<file path="config.mk">
export PLATFORM = sky130hd
export DESIGN_NAME = e1_hdlc_tx_insert
export DESIGN_NICKNAME = d
export VERILOG_FILES = /design/src/rtl/e1_hdlc_ins_pkg.sv /design/src/rtl/e1_hdlc_ins_cfg.sv /design/src/rtl/e1_hdlc_ins_sa.sv /design/src/rtl/e1_hdlc_ins_ds0.sv /design/src/rtl/e1_hdlc_ins_out.sv /design/src/rtl/e1_hdlc_tx_insert.sv
export SDC_FILE = /design/constraint.sdc
export NUM_CORES = 1
export LEC_CHECK = 0
export BUFFER_PORTS_ARGS = -buffer_cell sky130_fd_sc_hd__buf_4
export CORE_MARGIN = 4
export CORE_UTILIZATION = 35
export CTS_BUF_LIST = sky130_fd_sc_hd__clkbuf_4 sky130_fd_sc_hd__clkbuf_8
export CTS_CLUSTER_SIZE = 16
export DETAILED_ROUTE_END_ITERATION = 7
export PLACE_DENSITY = 0.61
export SYNTH_ARGS = -nofsm -noshare
export SYNTH_HDL_FRONTEND = slang
export SYNTH_SLANG_ARGS = --single-unit
</file>
<file path="constraint.sdc">
create_clock -name clk_i -period 3.79 [get_ports clk_i]
set_clock_uncertainty 0.2 [all_clocks]
set_input_delay 0.379 -clock clk_i [delete_from_list [all_inputs] [get_ports clk_i]]
set_output_delay 0.379 -clock clk_i [all_outputs]
set_load 0.05 [all_outputs]
</file>
<file path="src/rtl/e1_hdlc_ins_pkg.sv">
package e1_hdlc_ins_pkg;
  localparam int unsigned N_TS   = 32;
  localparam int unsigned TS_W   = $clog2(N_TS);
  localparam int unsigned N_BITS = 8;
  localparam int unsigned BIT_W  = $clog2(N_BITS);
  localparam int unsigned SA_N   = 5;

  typedef struct packed {
    logic              en;
    logic              route_ds0;
    logic              ch_mode;
    logic [TS_W-1:0]   field;
    logic [N_BITS-1:0] supp;
  } ins_cfg_t;
endpackage

</file>
<file path="src/rtl/e1_hdlc_ins_cfg.sv">
module e1_hdlc_ins_cfg
  import e1_hdlc_ins_pkg::*;
(
  input  logic     clk_i,
  input  logic     rst_ni,
  input  logic     bit_en_i,
  input  logic     frame_start_i,
  input  ins_cfg_t cfg_in_i,
  output ins_cfg_t cfg_cur_o,
  output ins_cfg_t cfg_q_o
);
  logic take;
  assign take      = bit_en_i && frame_start_i;
  // the boundary bit already uses the incoming configuration
  assign cfg_cur_o = take ? cfg_in_i : cfg_q_o;

  always_ff @(posedge clk_i or negedge rst_ni) begin
    if (!rst_ni)   cfg_q_o <= '0;
    else if (take) cfg_q_o <= cfg_in_i;
  end
endmodule

</file>
<file path="src/rtl/e1_hdlc_ins_sa.sv">
module e1_hdlc_ins_sa
  import e1_hdlc_ins_pkg::*;
(
  input  logic             en_i,
  input  logic             route_ds0_i,
  input  logic [TS_W-1:0]  field_i,
  input  logic [TS_W-1:0]  ts_idx_i,
  input  logic [BIT_W-1:0] bit_idx_i,
  input  logic             nfas_i,
  output logic             hit_o
);
  logic [SA_N-1:0] pos_hit;

  // field bit g enables send position N_BITS-1-g (bit 0 -> last bit, Sa8)
  for (genvar g = 0; g < SA_N; g++) begin : g_pos
    assign pos_hit[g] = field_i[g] && (bit_idx_i == BIT_W'(N_BITS - 1 - g));
  end

  assign hit_o = en_i && !route_ds0_i && nfas_i &&
                 (ts_idx_i == '0) && (|pos_hit);
endmodule

</file>
<file path="src/rtl/e1_hdlc_ins_ds0.sv">
module e1_hdlc_ins_ds0
  import e1_hdlc_ins_pkg::*;
(
  input  logic              en_i,
  input  logic              route_ds0_i,
  input  logic              ch_mode_i,
  input  logic [TS_W-1:0]   field_i,
  input  logic [N_BITS-1:0] supp_i,
  input  logic [N_TS-1:0]   ch_mask_i,
  input  logic [TS_W-1:0]   ts_idx_i,
  input  logic [BIT_W-1:0]  bit_idx_i,
  output logic              hit_o
);
  logic [N_TS-1:0]   ts_oh;
  logic [N_TS-1:0]   single_oh;
  logic [N_TS-1:0]   chan_vec;
  logic [N_BITS-1:0] pos_oh;
  logic              chan_hit;
  logic              supp_hit;

  for (genvar t = 0; t < N_TS; t++) begin : g_ts
    assign ts_oh[t]     = (ts_idx_i == TS_W'(t));
    assign single_oh[t] = (field_i == TS_W'(t));
  end

  // mask bit g covers send position N_BITS-1-g (MSB first)
  for (genvar g = 0; g < N_BITS; g++) begin : g_bit
    assign pos_oh[g] = (bit_idx_i == BIT_W'(N_BITS - 1 - g));
  end

  assign chan_vec = ch_mode_i ? ch_mask_i : single_oh;
  assign chan_hit = |(ts_oh & chan_vec);
  assign supp_hit = |(pos_oh & supp_i);
  assign hit_o    = en_i && route_ds0_i && chan_hit && !supp_hit;
endmodule

</file>
<file path="src/rtl/e1_hdlc_ins_out.sv">
module e1_hdlc_ins_out (
  input  logic clk_i,
  input  logic rst_ni,
  input  logic bit_en_i,
  input  logic sel_i,
  input  logic hdlc_bit_i,
  input  logic pay_bit_i,
  output logic pull_o,
  output logic tx_o
);
  always_ff @(posedge clk_i or negedge rst_ni) begin
    if (!rst_ni) begin
      pull_o <= 1'b0;
      tx_o   <= 1'b0;
    end else begin
      pull_o <= bit_en_i && sel_i;
      if (bit_en_i) tx_o <= sel_i ? hdlc_bit_i : pay_bit_i;
    end
  end
endmodule

</file>
<file path="src/rtl/e1_hdlc_tx_insert.sv">
module e1_hdlc_tx_insert
  import e1_hdlc_ins_pkg::*;
(
  input  logic              clk_i,
  input  logic              rst_ni,
  input  logic              bit_en_i,
  input  logic [TS_W-1:0]   ts_idx_i,
  input  logic [BIT_W-1:0]  bit_idx_i,
  input  logic              nfas_i,
  input  logic              hdlc_en_i,
  input  logic              route_ds0_i,
  input  logic              ch_mode_i,
  input  logic [TS_W-1:0]   sel_field_i,
  input  logic [N_BITS-1:0] supp_mask_i,
  input  logic [N_TS-1:0]   ch_mask_i,
  input  logic              hdlc_bit_i,
  input  logic              pay_bit_i,
  output logic              pull_o,
  output logic              tx_o
);
  ins_cfg_t cfg_in, cfg_cur, cfg_q;
  logic     frame_start, sa_hit, ds0_hit, sel;

  assign frame_start = (ts_idx_i == '0) && (bit_idx_i == '0);
  assign cfg_in = '{en: hdlc_en_i, route_ds0: route_ds0_i, ch_mode: ch_mode_i,
                    field: sel_field_i, supp: supp_mask_i};

  e1_hdlc_ins_cfg u_cfg (
    .clk_i, .rst_ni, .bit_en_i,
    .frame_start_i (frame_start),
    .cfg_in_i      (cfg_in),
    .cfg_cur_o     (cfg_cur),
    .cfg_q_o       (cfg_q)
  );

  e1_hdlc_ins_sa u_sa (
    .en_i        (cfg_cur.en),
    .route_ds0_i (cfg_cur.route_ds0),
    .field_i     (cfg_cur.field),
    .ts_idx_i, .bit_idx_i, .nfas_i,
    .hit_o       (sa_hit)
  );

  e1_hdlc_ins_ds0 u_ds0 (
    .en_i        (cfg_cur.en),
    .route_ds0_i (cfg_cur.route_ds0),
    .ch_mode_i   (cfg_cur.ch_mode),
    .field_i     (cfg_cur.field),
    .supp_i      (cfg_cur.supp),
    .ch_mask_i, .ts_idx_i, .bit_idx_i,
    .hit_o       (ds0_hit)
  );

  assign sel = sa_hit || ds0_hit;

  e1_hdlc_ins_out u_out (
    .clk_i, .rst_ni, .bit_en_i,
    .sel_i (sel),
    .hdlc_bit_i, .pay_bit_i, .pull_o, .tx_o
  );
endmodule

</file>
==> impl_table.tex <==
\begin{tabular}{lr}
\hline
Metric & Value \\
\hline
\multicolumn{2}{l}{\textbf{Run status}} \\
\quad Status & completed \\
\multicolumn{2}{l}{\textbf{Drt}} \\
\quad Per-cell routed wire length & around 15 µm \\
\quad Post-detailed-route DRC marker count & 0 \\
\quad Post-route ant nets & 0 \\
\quad Drt pass-1 iters & 4 \\
\quad Vias after detailed routing & 1553 \\
\quad WL final & 4260 µm \\
\quad DRT iter0 DRCs & around 130 \\
\quad Via count normalized by instance count & 5.43 \\
\multicolumn{2}{l}{\textbf{Yosys}} \\
\quad Prevailing post-synth register cell & dfrtp\_1 \\
\quad Most numerous cell in the Yosys netlist & dfrtp\_1 \\
\quad Largest area contributor in the netlist & dfrtp\_1 \\
\quad Number of nets produced by synthesis & 241 \\
\quad Number of warning messages in the yosys log & 0 \\
\quad Yosys cell types & between 50 and 60 \\
\quad Post-Synthesis Cells & $\sim$180 \\
\quad EDFF count, synth & 0 \\
\quad Post-synth design cell area & 1610 µm² \\
\quad Sequential-to-total area share from yosys stat & 0.280 \\
\quad Biggest area contributors in the synthesized netlist & dfrtp\_1, mux2\_2, nand3b\_1 \\
\quad Post-Syn Area per Cell & 8.98 µm² \\
\quad Synthesized flop and latch total & 18 \\
\quad Share of async-settable or async-resettable flops after synthesis & 1.00 \\
\quad Synth cell count leaders & dfrtp\_1, mux2\_2, nand2\_1, nand3b\_1, nor2\_1 \\
\quad Area share of the largest cell type after synthesis & 0.280 \\
\multicolumn{2}{l}{\textbf{Timing}} \\
\quad Final clock period utilization by the worst path & 0.780 \\
\quad Number of failing setup endpoints in the final timing report & 0 \\
\quad Worst-case setup margin in the final layout & 0.835 ns \\
\quad Sum of negative setup slack & 0 ns \\
\quad Slew Limit Fails & 0 \\
\quad Worst-Margin Slew & 0.498 ns \\
\quad Relative slew slack & 0.660 \\
\quad Final hold violations & 0 \\
\quad Unrepaired setup endpoints after global routing & false \\
\quad Clock period minus final worst setup slack & 2.95 ns \\
\quad Worst Hold Margin & 0.154 ns \\
\quad Max Clk Rate & around 0.34 GHz \\
\multicolumn{2}{l}{\textbf{Floorplan}} \\
\quad IO Pins & 64 \\
\quad Floorplan die height & 75.8 µm \\
\quad Area of the die & 5740 µm² \\
\quad Starting Density & 0.366 \\
\quad Core Rows & 24 \\
\quad Core region area & $\sim$4400 µm² \\
\quad Overall die width & 75.8 µm \\
\multicolumn{2}{l}{\textbf{Clock tree}} \\
\quad Clock sink total & 18 \\
\quad Clock Path Buffers & 2 \\
\quad Clock-pin slew on the worst setup and hold paths & 0.07 ns \\
\quad Clock latency of the later-clocked register in the worst-skew pair & 0.25 ns \\
\quad Count of buffers added by post-CTS timing repair for setup & 0 \\
\quad Number of hold-repair buffers added at the cts stage & 1 \\
\quad Number of buffers created by CTS & 3 \\
\quad CTS H-tree lvls & 1 \\
\quad Clock tree from TritonCTS & done \\
\quad Root buffer cell & clkbuf\_8 \\
\quad \# resized after CTS & 0 \\
\multicolumn{2}{l}{\textbf{Layout}} \\
\quad Layout overhead on the synthesized area & 33.9\% \\
\quad Net count, final & 297 \\
\quad Sequential cell area in the final layout & about 450 µm² \\
\quad Fill cells & approximately 450 \\
\quad Inserted Diodes & 0 \\
\quad Final cell area excluding filler cells & 2150 µm² \\
\quad Count of non-filler cells in the finished layout & 286 \\
\quad Footprint of the multi-input gates & 1070 µm² \\
\quad Fraction of final layout cells with drive strength greater than 1 & 0.410 \\
\multicolumn{2}{l}{\textbf{Pwr}} \\
\quad Largest vdd supply drop & 195 µV \\
\quad Cell leakage power & approximately 0.00096 µW \\
\quad Power density of the placed cells & around 230 nW/µm² \\
\multicolumn{2}{l}{\textbf{Placed design}} \\
\quad Routability congestion estimate from global placement & roughly 0.8 \\
\quad Half-perimeter wire length of the detailed placement result & 3310 µm \\
\quad Post-DP Area & between 2000 and 2500 µm² \\
\quad Count of input and output buffers & 63 \\
\quad Placed cells & about 280 \\
\quad Worst setup timing slack at the placement stage & 0.548 ns \\
\multicolumn{2}{l}{\textbf{Setup path}} \\
\quad Cell count of the worst reg-to-reg path & 8 \\
\quad Critical Path Slowest Stage Cell & or4\_4 \\
\quad Arrival time reported for the critical path endpoint & 2.95 ns \\
\quad Highest net fanout along the worst path & 20 \\
\quad Slowest stage delay, CP & 0.58 ns \\
\quad Data required time of the worst path & 3.79 ns \\
\quad Crit. End Element & register \\
\quad Cell chain of the critical path & buf\_4 -> or4\_4 -> nor3\_4 -> buf\_4 -> mux2\_2 -> a211o\_1 -> nor4b\_2 -> o32ai\_1 -> o21ba\_1 \\
\quad CP startpoint kind & primary input \\
\quad Category of the most critical setup path & primary input to register \\
\quad Critical path's most frequent cell & buf\_4 \\
\multicolumn{2}{l}{\textbf{Global route}} \\
\quad Wire length of the first global-routing pass & 6870 µm \\
\quad Vias in the first global route & $\sim$1400 \\
\quad Pin count of the biggest net entering global routing & 26 \\
\quad GRT Residual Overflow & 0 \\
\quad Initial antenna violation count & 0 \\
\quad GRT Total Usage & 0.153 \\
\multicolumn{2}{l}{\textbf{Min path}} \\
\quad Worst min path class & primary input to register \\
\quad Hold Path Stages & 2 \\
\multicolumn{2}{l}{\textbf{Flow run}} \\
\quad Max-cap viol count & 0 \\
\hline
\end{tabular}
## worst max-delay path, delay by kind of cell
kind / cells / cell delay [ns]
AO/OA/AOI/OAI: 3 / 0.66
AND/OR/NAND/NOR: 3 / 1.11
multiplexers: 1 / 0.37
buffers and inverters: 2 / 0.43
## where the power goes
part | switching (µW) | total [µW] | leakage (µW) | internal (µW)
Sequential | 7.11 | 208 | 0.000246 | 201
Clock | 65.1 | 157 | 0.0000288 | 92.3
Combinational | 61.4 | 138 | 0.000688 | 76.7
Total | 134 | 504 | 0.000963 | 370
## final timing paths
path | slack, ns | start | to
max in group asynchronous | 2.86 | rst_ni | u_cfg.cfg_q_o[15]
setup reg to reg | 1.48 | u_cfg.cfg_q_o[10] | u_out.tx_o
hold reg to reg | 0.30 | u_cfg.cfg_q_o[2] | u_cfg.cfg_q_o[2]
setup / recovery | 0.84 | ts_idx_i[1] | u_out.tx_o
min in group asynchronous | 0.33 | rst_ni | u_out.pull_o
hold / removal | 0.15 | supp_mask_i[5] | u_cfg.cfg_q_o[5]
## layer usage
layer / track usage / wire, µm / share of wire
met3: 0.0290 / 253 / 0.059
met2: 0.235 / 1970 / 0.46
met5: 0 / 0 / 0
met1: 0.224 / 2010 / 0.47
met4: 0.0291 / 29 / 0.0068
## kinds of logic after synthesis
| group | Yosys count | share of synthesized area |
|---|---|---|
| buf+inv | 19 | 0.0553 |
| simple gates | 75 | 0.300 |
| mux | 24 | 0.162 |
| compound gates | 41 | 0.192 |
| xor+xnor | 2 | 0.0109 |
| flops | 18 | 0.280 |
## cell type report
class / count / share of cell area
well taps: 52 / 0.0303
inverters: 4 / 0.00698
flip-flops and latches: 18 / 0.209
clock buffers: 4 / 0.0256
repair buffers: 66 / 0.232
multi-input cells: 142 / 0.496
## per-stage QoR
stage	utilization	total power, µW
after floorplan	-	281
after global placement	0.476	350
after detailed placement	0.476	350
after CTS	0.491	507
after global routing	0.491	535
final	0.491	504
## cell usage in the layout (no fill, tap or decap), drive strengths merged, types with 3 or more instances in the layout
master and instances:
a211oi 3, nor2b 3, nand2b 6, dfrtp 18, or3b 4, mux2i 8
mux2 16, nor2 9, o31ai 3, nand4 3, o21ai 6, clkbuf 4
nor3 6, a211o 3, buf 65, nand3 6, inv 4, nand3b 11
nand2 11, a21oi 7
## registers in the layout, indices dropped and copies added (netlist names)
| signal | cells |
|---|---|
| u_out.tx_o | 1 |
| u_out.pull_o | 1 |
| u_cfg.cfg_q_o | 16 |
Power figures use the tool's default switching activity.
